### src/rtl/aud_rx_pkg.sv
package aud_rx_pkg;

    typedef enum logic [1:0] {
        FMT_I2S  = 2'd0,
        FMT_MSBJ = 2'd1,
        FMT_LSBJ = 2'd2
    } rx_fmt_e;

    // One detected rising edge of the bit clock, with the line levels sampled there
    typedef struct packed {
        logic fire;
        logic lr;
        logic dat;
    } bit_evt_t;

    function automatic logic fmt_msb_first(rx_fmt_e f);
        return f != FMT_LSBJ;
    endfunction

    // I2S: low level is left; justified framings: high level is left
    function automatic logic fmt_is_left(rx_fmt_e f, logic lr);
        return (f == FMT_I2S) ? ~lr : lr;
    endfunction

endpackage

### src/rtl/aud_rx_sync.sv
module aud_rx_sync
    import aud_rx_pkg::*;
#(
    parameter int STAGES = 2
) (
    input  logic     clk,
    input  logic     rst,
    input  logic     bclk_in,
    input  logic     lrck_in,
    input  logic     sd_in,
    output bit_evt_t evt
);
    localparam int NL   = 3;
    localparam int LAST = STAGES - 1;

    logic [STAGES-1:0][NL-1:0] stg;
    logic                      bclk_q;

    // All three lines go through the same depth so they stay aligned
    always_ff @(posedge clk) begin
        if (rst) begin
            stg    <= '0;
            bclk_q <= 1'b0;
        end else begin
            stg[0] <= {bclk_in, lrck_in, sd_in};
            for (int i = 1; i < STAGES; i++) begin
                stg[i] <= stg[i-1];
            end
            bclk_q <= stg[LAST][2];
        end
    end

    always_comb begin
        evt.fire = stg[LAST][2] & ~bclk_q;
        evt.lr   = stg[LAST][1];
        evt.dat  = stg[LAST][0];
    end

endmodule

### src/rtl/aud_rx_deser.sv
module aud_rx_deser
    import aud_rx_pkg::*;
#(
    parameter  int W  = 32,
    localparam int CW = $clog2(W + 1)
) (
    input  logic          clk,
    input  logic          rst,
    input  rx_fmt_e       fmt,
    input  logic [CW-1:0] wlen,
    input  bit_evt_t      evt,
    output logic          wd_done,
    output logic          wd_left,
    output logic [W-1:0]  wd_val
);
    logic          primed;
    logic          lr_prev;
    logic          in_word;
    logic [W-1:0]  sh;
    logic [CW-1:0] cnt;

    logic          chg;
    logic          msbf;
    logic          room;
    logic [CW-1:0] ins_pos;
    logic [CW-1:0] shamt;
    logic [W-1:0]  sh_ins;
    logic [W-1:0]  close_src;
    logic [W-1:0]  aligned;

    always_comb begin
        msbf    = fmt_msb_first(fmt);
        chg     = evt.fire && primed && (evt.lr != lr_prev);
        room    = cnt < wlen;
        ins_pos = CW'(W - 1) - cnt;
        sh_ins  = room ? (sh | (W'(evt.dat) << ins_pos)) : sh;
        // I2S: the bit on the boundary edge still belongs to the closing word
        close_src = (fmt == FMT_I2S) ? sh_ins : sh;
        shamt     = CW'(W) - wlen;
        if (msbf) begin
            aligned = W'($signed(close_src) >>> shamt);
        end else begin
            aligned = W'($signed(close_src << shamt) >>> shamt);
        end
    end

    always_ff @(posedge clk) begin
        if (rst) begin
            primed  <= 1'b0;
            lr_prev <= 1'b0;
            in_word <= 1'b0;
            sh      <= '0;
            cnt     <= '0;
            wd_done <= 1'b0;
            wd_left <= 1'b0;
            wd_val  <= '0;
        end else begin
            wd_done <= 1'b0;
            if (evt.fire) begin
                primed  <= 1'b1;
                lr_prev <= evt.lr;
                if (chg) begin
                    in_word <= 1'b1;
                    wd_done <= in_word;
                    wd_left <= fmt_is_left(fmt, lr_prev);
                    wd_val  <= aligned;
                    case (fmt)
                        FMT_I2S: begin
                            sh  <= '0;
                            cnt <= '0;
                        end
                        FMT_LSBJ: begin
                            sh  <= W'(evt.dat);
                            cnt <= '0;
                        end
                        default: begin
                            sh  <= W'(evt.dat) << (W - 1);
                            cnt <= CW'(1);
                        end
                    endcase
                end else if (msbf) begin
                    sh <= sh_ins;
                    if (room) begin
                        cnt <= cnt + 1'b1;
                    end
                end else begin
                    sh <= {sh[W-2:0], evt.dat};
                end
            end
        end
    end

endmodule

### src/rtl/aud_rx_pair.sv
module aud_rx_pair #(
    parameter int W = 32
) (
    input  logic         clk,
    input  logic         rst,
    input  logic         wd_done,
    input  logic         wd_left,
    input  logic [W-1:0] wd_val,
    input  logic         pair_ack,
    output logic         out_valid,
    output logic [W-1:0] out_left,
    output logic [W-1:0] out_right,
    output logic         overrun
);
    logic         have_left;
    logic [W-1:0] left_hold;
    logic         pending;
    logic         new_pair;

    always_comb begin
        new_pair = wd_done && !wd_left && have_left;
    end

    always_ff @(posedge clk) begin
        if (rst) begin
            have_left <= 1'b0;
            left_hold <= '0;
            pending   <= 1'b0;
            out_valid <= 1'b0;
            out_left  <= '0;
            out_right <= '0;
            overrun   <= 1'b0;
        end else begin
            out_valid <= 1'b0;
            overrun   <= 1'b0;
            if (wd_done) begin
                if (wd_left) begin
                    left_hold <= wd_val;
                    have_left <= 1'b1;
                end else begin
                    have_left <= 1'b0;
                end
            end
            if (new_pair) begin
                out_left  <= left_hold;
                out_right <= wd_val;
                out_valid <= 1'b1;
                overrun   <= pending && !pair_ack;
                pending   <= 1'b1;
            end else if (pair_ack) begin
                pending <= 1'b0;
            end
        end
    end

endmodule

### src/rtl/audio_serial_rx.sv
module audio_serial_rx
    import aud_rx_pkg::*;
#(
    parameter  int W           = 32,
    parameter  int SYNC_STAGES = 2,
    localparam int CW          = $clog2(W + 1)
) (
    input  logic          clk,
    input  logic          rst,
    input  logic [1:0]    fmt_sel,
    input  logic [CW-1:0] word_bits,
    input  logic          bclk_in,
    input  logic          lrck_in,
    input  logic          sd_in,
    input  logic          pair_ack,
    output logic          out_valid,
    output logic [W-1:0]  out_left,
    output logic [W-1:0]  out_right,
    output logic          overrun
);
    rx_fmt_e       fmt;
    logic [CW-1:0] wl_eff;
    bit_evt_t      evt;
    logic          wd_done;
    logic          wd_left;
    logic [W-1:0]  wd_val;

    always_comb begin
        fmt    = rx_fmt_e'(fmt_sel);
        wl_eff = (word_bits == '0 || word_bits > CW'(W)) ? CW'(W) : word_bits;
    end

    aud_rx_sync #(.STAGES(SYNC_STAGES)) u_sync (
        .clk     (clk),
        .rst     (rst),
        .bclk_in (bclk_in),
        .lrck_in (lrck_in),
        .sd_in   (sd_in),
        .evt     (evt)
    );

    aud_rx_deser #(.W(W)) u_deser (
        .clk     (clk),
        .rst     (rst),
        .fmt     (fmt),
        .wlen    (wl_eff),
        .evt     (evt),
        .wd_done (wd_done),
        .wd_left (wd_left),
        .wd_val  (wd_val)
    );

    aud_rx_pair #(.W(W)) u_pair (
        .clk       (clk),
        .rst       (rst),
        .wd_done   (wd_done),
        .wd_left   (wd_left),
        .wd_val    (wd_val),
        .pair_ack  (pair_ack),
        .out_valid (out_valid),
        .out_left  (out_left),
        .out_right (out_right),
        .overrun   (overrun)
    );

endmodule

### config.mk
export PLATFORM = sky130hd
export DESIGN_NAME = audio_serial_rx
export DESIGN_NICKNAME = d
export VERILOG_FILES = /design/src/rtl/aud_rx_pkg.sv /design/src/rtl/aud_rx_sync.sv /design/src/rtl/aud_rx_deser.sv /design/src/rtl/aud_rx_pair.sv /design/src/rtl/audio_serial_rx.sv
export SDC_FILE = /design/constraint.sdc
export NUM_CORES = 1
export LEC_CHECK = 0
export BUFFER_PORTS_ARGS = -buffer_cell sky130_fd_sc_hd__buf_2
export CELL_PAD_IN_SITES_DETAIL_PLACEMENT = 0
export CELL_PAD_IN_SITES_GLOBAL_PLACEMENT = 2
export CORE_ASPECT_RATIO = 1.5
export CORE_MARGIN = 2
export CORE_UTILIZATION = 39
export DETAILED_ROUTE_END_ITERATION = 16
export PLACE_DENSITY = 0.95
export SETUP_SLACK_MARGIN = 0.05
export SLEW_MARGIN = 20
export SYNTH_ARGS = -nofsm -noshare
export SYNTH_HDL_FRONTEND = slang
export SYNTH_SLANG_ARGS = --single-unit
### constraint.sdc
create_clock -name clk -period 8.46 [get_ports clk]
set_input_delay 1.692 -clock clk [delete_from_list [all_inputs] [get_ports clk]]
set_output_delay 1.692 -clock clk [all_outputs]
set_load 0.02 [all_outputs]
==> run_results.csv <==
group,metric,value,unit
outcome,outcome,"completed",
critical_path,cp_max_fo,19,
floorplan,die_area,0.0342,sq mm
clocking,tritoncts,"built",
grt,antenna_found_initial,1,
logic_synthesis,yosysUniqueCellTypes,102,
critical_path,crit_family,"compound AO/OA/AOI/OAI gates",
route,viasPerCell,6.55,
layout,final_nets,1793,
hold_path,hp-class,"flip-flop to flip-flop",
logic_synthesis,avgSynthCellArea,7.19,sq um
grt,grt_max_degree,76,
grt,grt_pass1_vias,13600,
grt,overflow,0,
pwr,powerDensity,158,mW/mm^2
clocking,path_clk_slew,0.08,ns
floorplan,start_util,39.4,%
clocking,cts_buffer_depth,2,
pwr,vdd.ir_drop.worst,133,uV
timing,min_period,7.31,ns
run,maxCapViolations,0,
logic_synthesis,syn_nets,1798,
critical_path,cpPeakStageDelay,0.88,ns
timing,hold_viol_final,0,
logic_synthesis,ys_ff_latch,182,
layout,diodes,0,
route,drc,0,
floorplan,die_height,226,um
logic_synthesis,netlist_area,0.0128,sq mm
logic_synthesis,synth_edf_count,0,
timing,fin_skew,0.0206,ns
logic_synthesis,synthCells,1777,
critical_path,cp.required,8.82,ns
route,wl_per_cell,29.3,um
critical_path,crit_type,"input port to flip-flop",
route,vias,14400,
timing,fin_setup_tns,0,ns
layout,final_cell_mix,"330 x nand2_1, 217 x a21oi_1, 195 x nor2_1",
timing,final_max_slew_viol_count,0,
critical_path,crit_buf_inv,1,
critical_path,startpoint_type,"input port",
grt,grt_pass1_wl,93400,um
floorplan,row_count,81,
floorplan,die_x,152,um
critical_path,cp-end-kind,"flip-flop",
timing,tightest_slew,1.15,ns
timing,setup_slack,1.15,ns
place,pre_cts_ws,1.27,ns
route,drtAntennaViolNets,0,
pwr,p_leak,4.91,nW
timing,hold_ws,0.444,ns
clocking,post_cts_buffers,0,
clocking,cts_root_buf,"clkbuf_16",
timing,fin_crit_sh,86.4,%
clocking,cts_resized,0,
critical_path,path_cells,"buf_2, nor4_1, a21oi_1, ha_1, nand2_1, o21ai_2, a221oi_1, a21oi_1, o211ai_1, a21oi_1, a31oi_1, mux2i_1, mux2i_1, mux2i_1, and3_1, nor4b_1",
clocking,cts_buffers,17,
place,dp_hpwl,47700,um
critical_path,crit_slowest_cell,"a31oi_1",
place,dpl_cell_area,0.0134,sq mm
clocking,cts-hold-fix-buffers,0,
layout,n_fill_cell,3473,
layout,area_growth,9.62,%
place,port_buffers,79,
grt,grt_use_total,37.6,%
layout,fin_area,0.0140,sq mm
critical_path,critPathArrivalTime,7.67,ns
logic_synthesis,async_reset_ff_share,0,%
timing,setup_viol,0,
layout,layout_commonest_cell,"nand2_1",
logic_synthesis,synth-seq-area-share,28.5,%
route,drtPass1Iterations,8,
layout,layout-drive-gt1-share,13.7,%
timing,rsz0062_at_grt,"no",
timing,slew_headroom,22.5,%
logic_synthesis,ys_warn_count,0,
route,drt-initial-drc-count,1293,
floorplan,io_pins,80,
timing,max_freq,137,MHz
layout,fin_util,43.2,%
clocking,htree_levels,4,
floorplan,core,0.0324,sq mm
logic_synthesis,yosys_most_used_dff,"dfxtp_1",
clocking,worstSkewPairLatency,0.47,ns
route,routed_wl,64400,um
clocking,clock_sinks,182,
place,place_congestion,1.10,
power breakdown:
part           leakage (nW)  total (mW)  internal (mW)  switching [mW]
Clock                 0.304       0.848          0.410           0.438
Sequential             1.47       0.868          0.860         0.00824
Combinational          3.14       0.492          0.130           0.362
Total                  4.91        2.21           1.40           0.808
worst reg2reg max path, cell delays in order, from the launching register on:
cell      delay, ns
dfxtp_1        0.73
ha_1           0.35
a21oi_1        0.64
nor2_1         0.20
o21ai_1        0.73
nand3_1        0.26
o211ai_1       0.24
a21oi_1        0.11
a31oi_1        0.88
mux2i_1        0.19
mux2i_1        0.85
mux2i_1        0.25
and3_1         0.27
nor4b_1        0.27
flip-flops by register name, indices dropped and copies added, names as in the netlist:
name	flops
u_pair.left_hold	32
u_pair.out_right	32
u_sync.evt	2
u_deser.primed	1
u_deser.in_word	1
u_sync.stg	4
u_deser.cnt	6
u_deser.sh	32
u_pair.pending	1
u_deser.wd_val	32
u_pair.out_valid	1
u_pair.have_left	1
u_deser.lr_prev	1
u_pair.out_left	32
u_deser.wd_done	1
u_deser.wd_left	1
u_pair.overrun	1
u_sync.bclk_q	1
metal layers:
| layer | track usage [%] | share of wire, % | routed length (um) |
|---|---|---|---|
| met5 | 0 | 0 | 0 |
| met4 | 33.4 | 11 | 7150 |
| met3 | 8.18 | 6.6 | 4250 |
| met2 | 62.8 | 48 | 30900 |
| met1 | 39.1 | 34 | 22100 |
metrics by stage:
stage               power, mW  instances
CTS                      2.20       2200
floorplan                1.19       1777
global placement         1.36       2168
finish                   2.21       2200
global route             2.27       2200
detailed placement       1.35       2168
cell type report:
type | instances | area, sq um | area share (%)
well taps | 415 | 519 | 3.71
inverters | 6 | 27.5 | 0.197
clock buffers | 17 | 425 | 3.04
repair buffers | 127 | 758 | 5.42
multi-input cells | 1438 | 8420 | 60.1
flip-flops and latches | 182 | 3640 | 26.0
clock inverters | 15 | 206 | 1.47
kinds of logic (layout without fill, tap and decap cells):
| logic type | after synthesis | in the layout | share of synthesized area (%) |
|---|---|---|---|
| AOI/OAI and AO/OA | 602 | 602 | 32.0 |
| muxes | 57 | 57 | 4.92 |
| DFF | 182 | 182 | 28.5 |
| and+or+nand+nor | 764 | 764 | 27.0 |
| xor gates and xnor gates | 8 | 8 | 0.549 |
| adders and majority gates | 7 | 7 | 0.686 |
| buffers and inverters | 157 | 165 | 6.29 |
worst paths after layout:
check / startpoint / endpoint / slack (ns) / cells past startpoint
worst max-delay path: word_bits[0] / u_deser.wd_val[10]$_SDFFE_PP0P_ / 1.15 / 16
worst min-delay path: u_sync.stg[1]$_SDFF_PP0_ / u_sync.evt[1]$_SDFF_PP0_ / 0.44 / 1
worst max register to register: u_deser.cnt[1]$_SDFFE_PP0P_ / u_deser.wd_val[10]$_SDFFE_PP0P_ / 2.37 / 13
worst min register to register: u_sync.stg[1]$_SDFF_PP0_ / u_sync.evt[1]$_SDFF_PP0_ / 0.44 / 1
cells in the mapped netlist, types with 8 or more instances:
cell,count,area (sq um)
nor4_1,11,68.8
o21ai_0,90,450
o21ai_1,10,50.1
o32ai_1,13,114
and2_1,11,68.8
a211oi_2,8,100
nand2b_1,18,113
nand2_1,331,1240
buf_6,15,169
a21oi_1,217,1090
a32oi_1,11,96.3
nor3_1,55,275
buf_4,11,82.6
dfxtp_1,182,3640
mux2i_1,50,500
and3_1,9,56.3
nand4_1,12,75.1
nor2b_1,15,93.8
buf_2,20,100
o22ai_1,16,100
o211ai_1,24,180
a221oi_1,12,105
clkbuf_1,94,353
nor2_1,197,739
a31oi_1,15,93.8
a211oi_1,27,203
a22oi_1,29,218
o31ai_1,12,90.1
nand3_1,66,330
o2111ai_1,9,78.8
o221ai_1,8,70.1
Note: power is estimated with default switching activity, not from simulation.
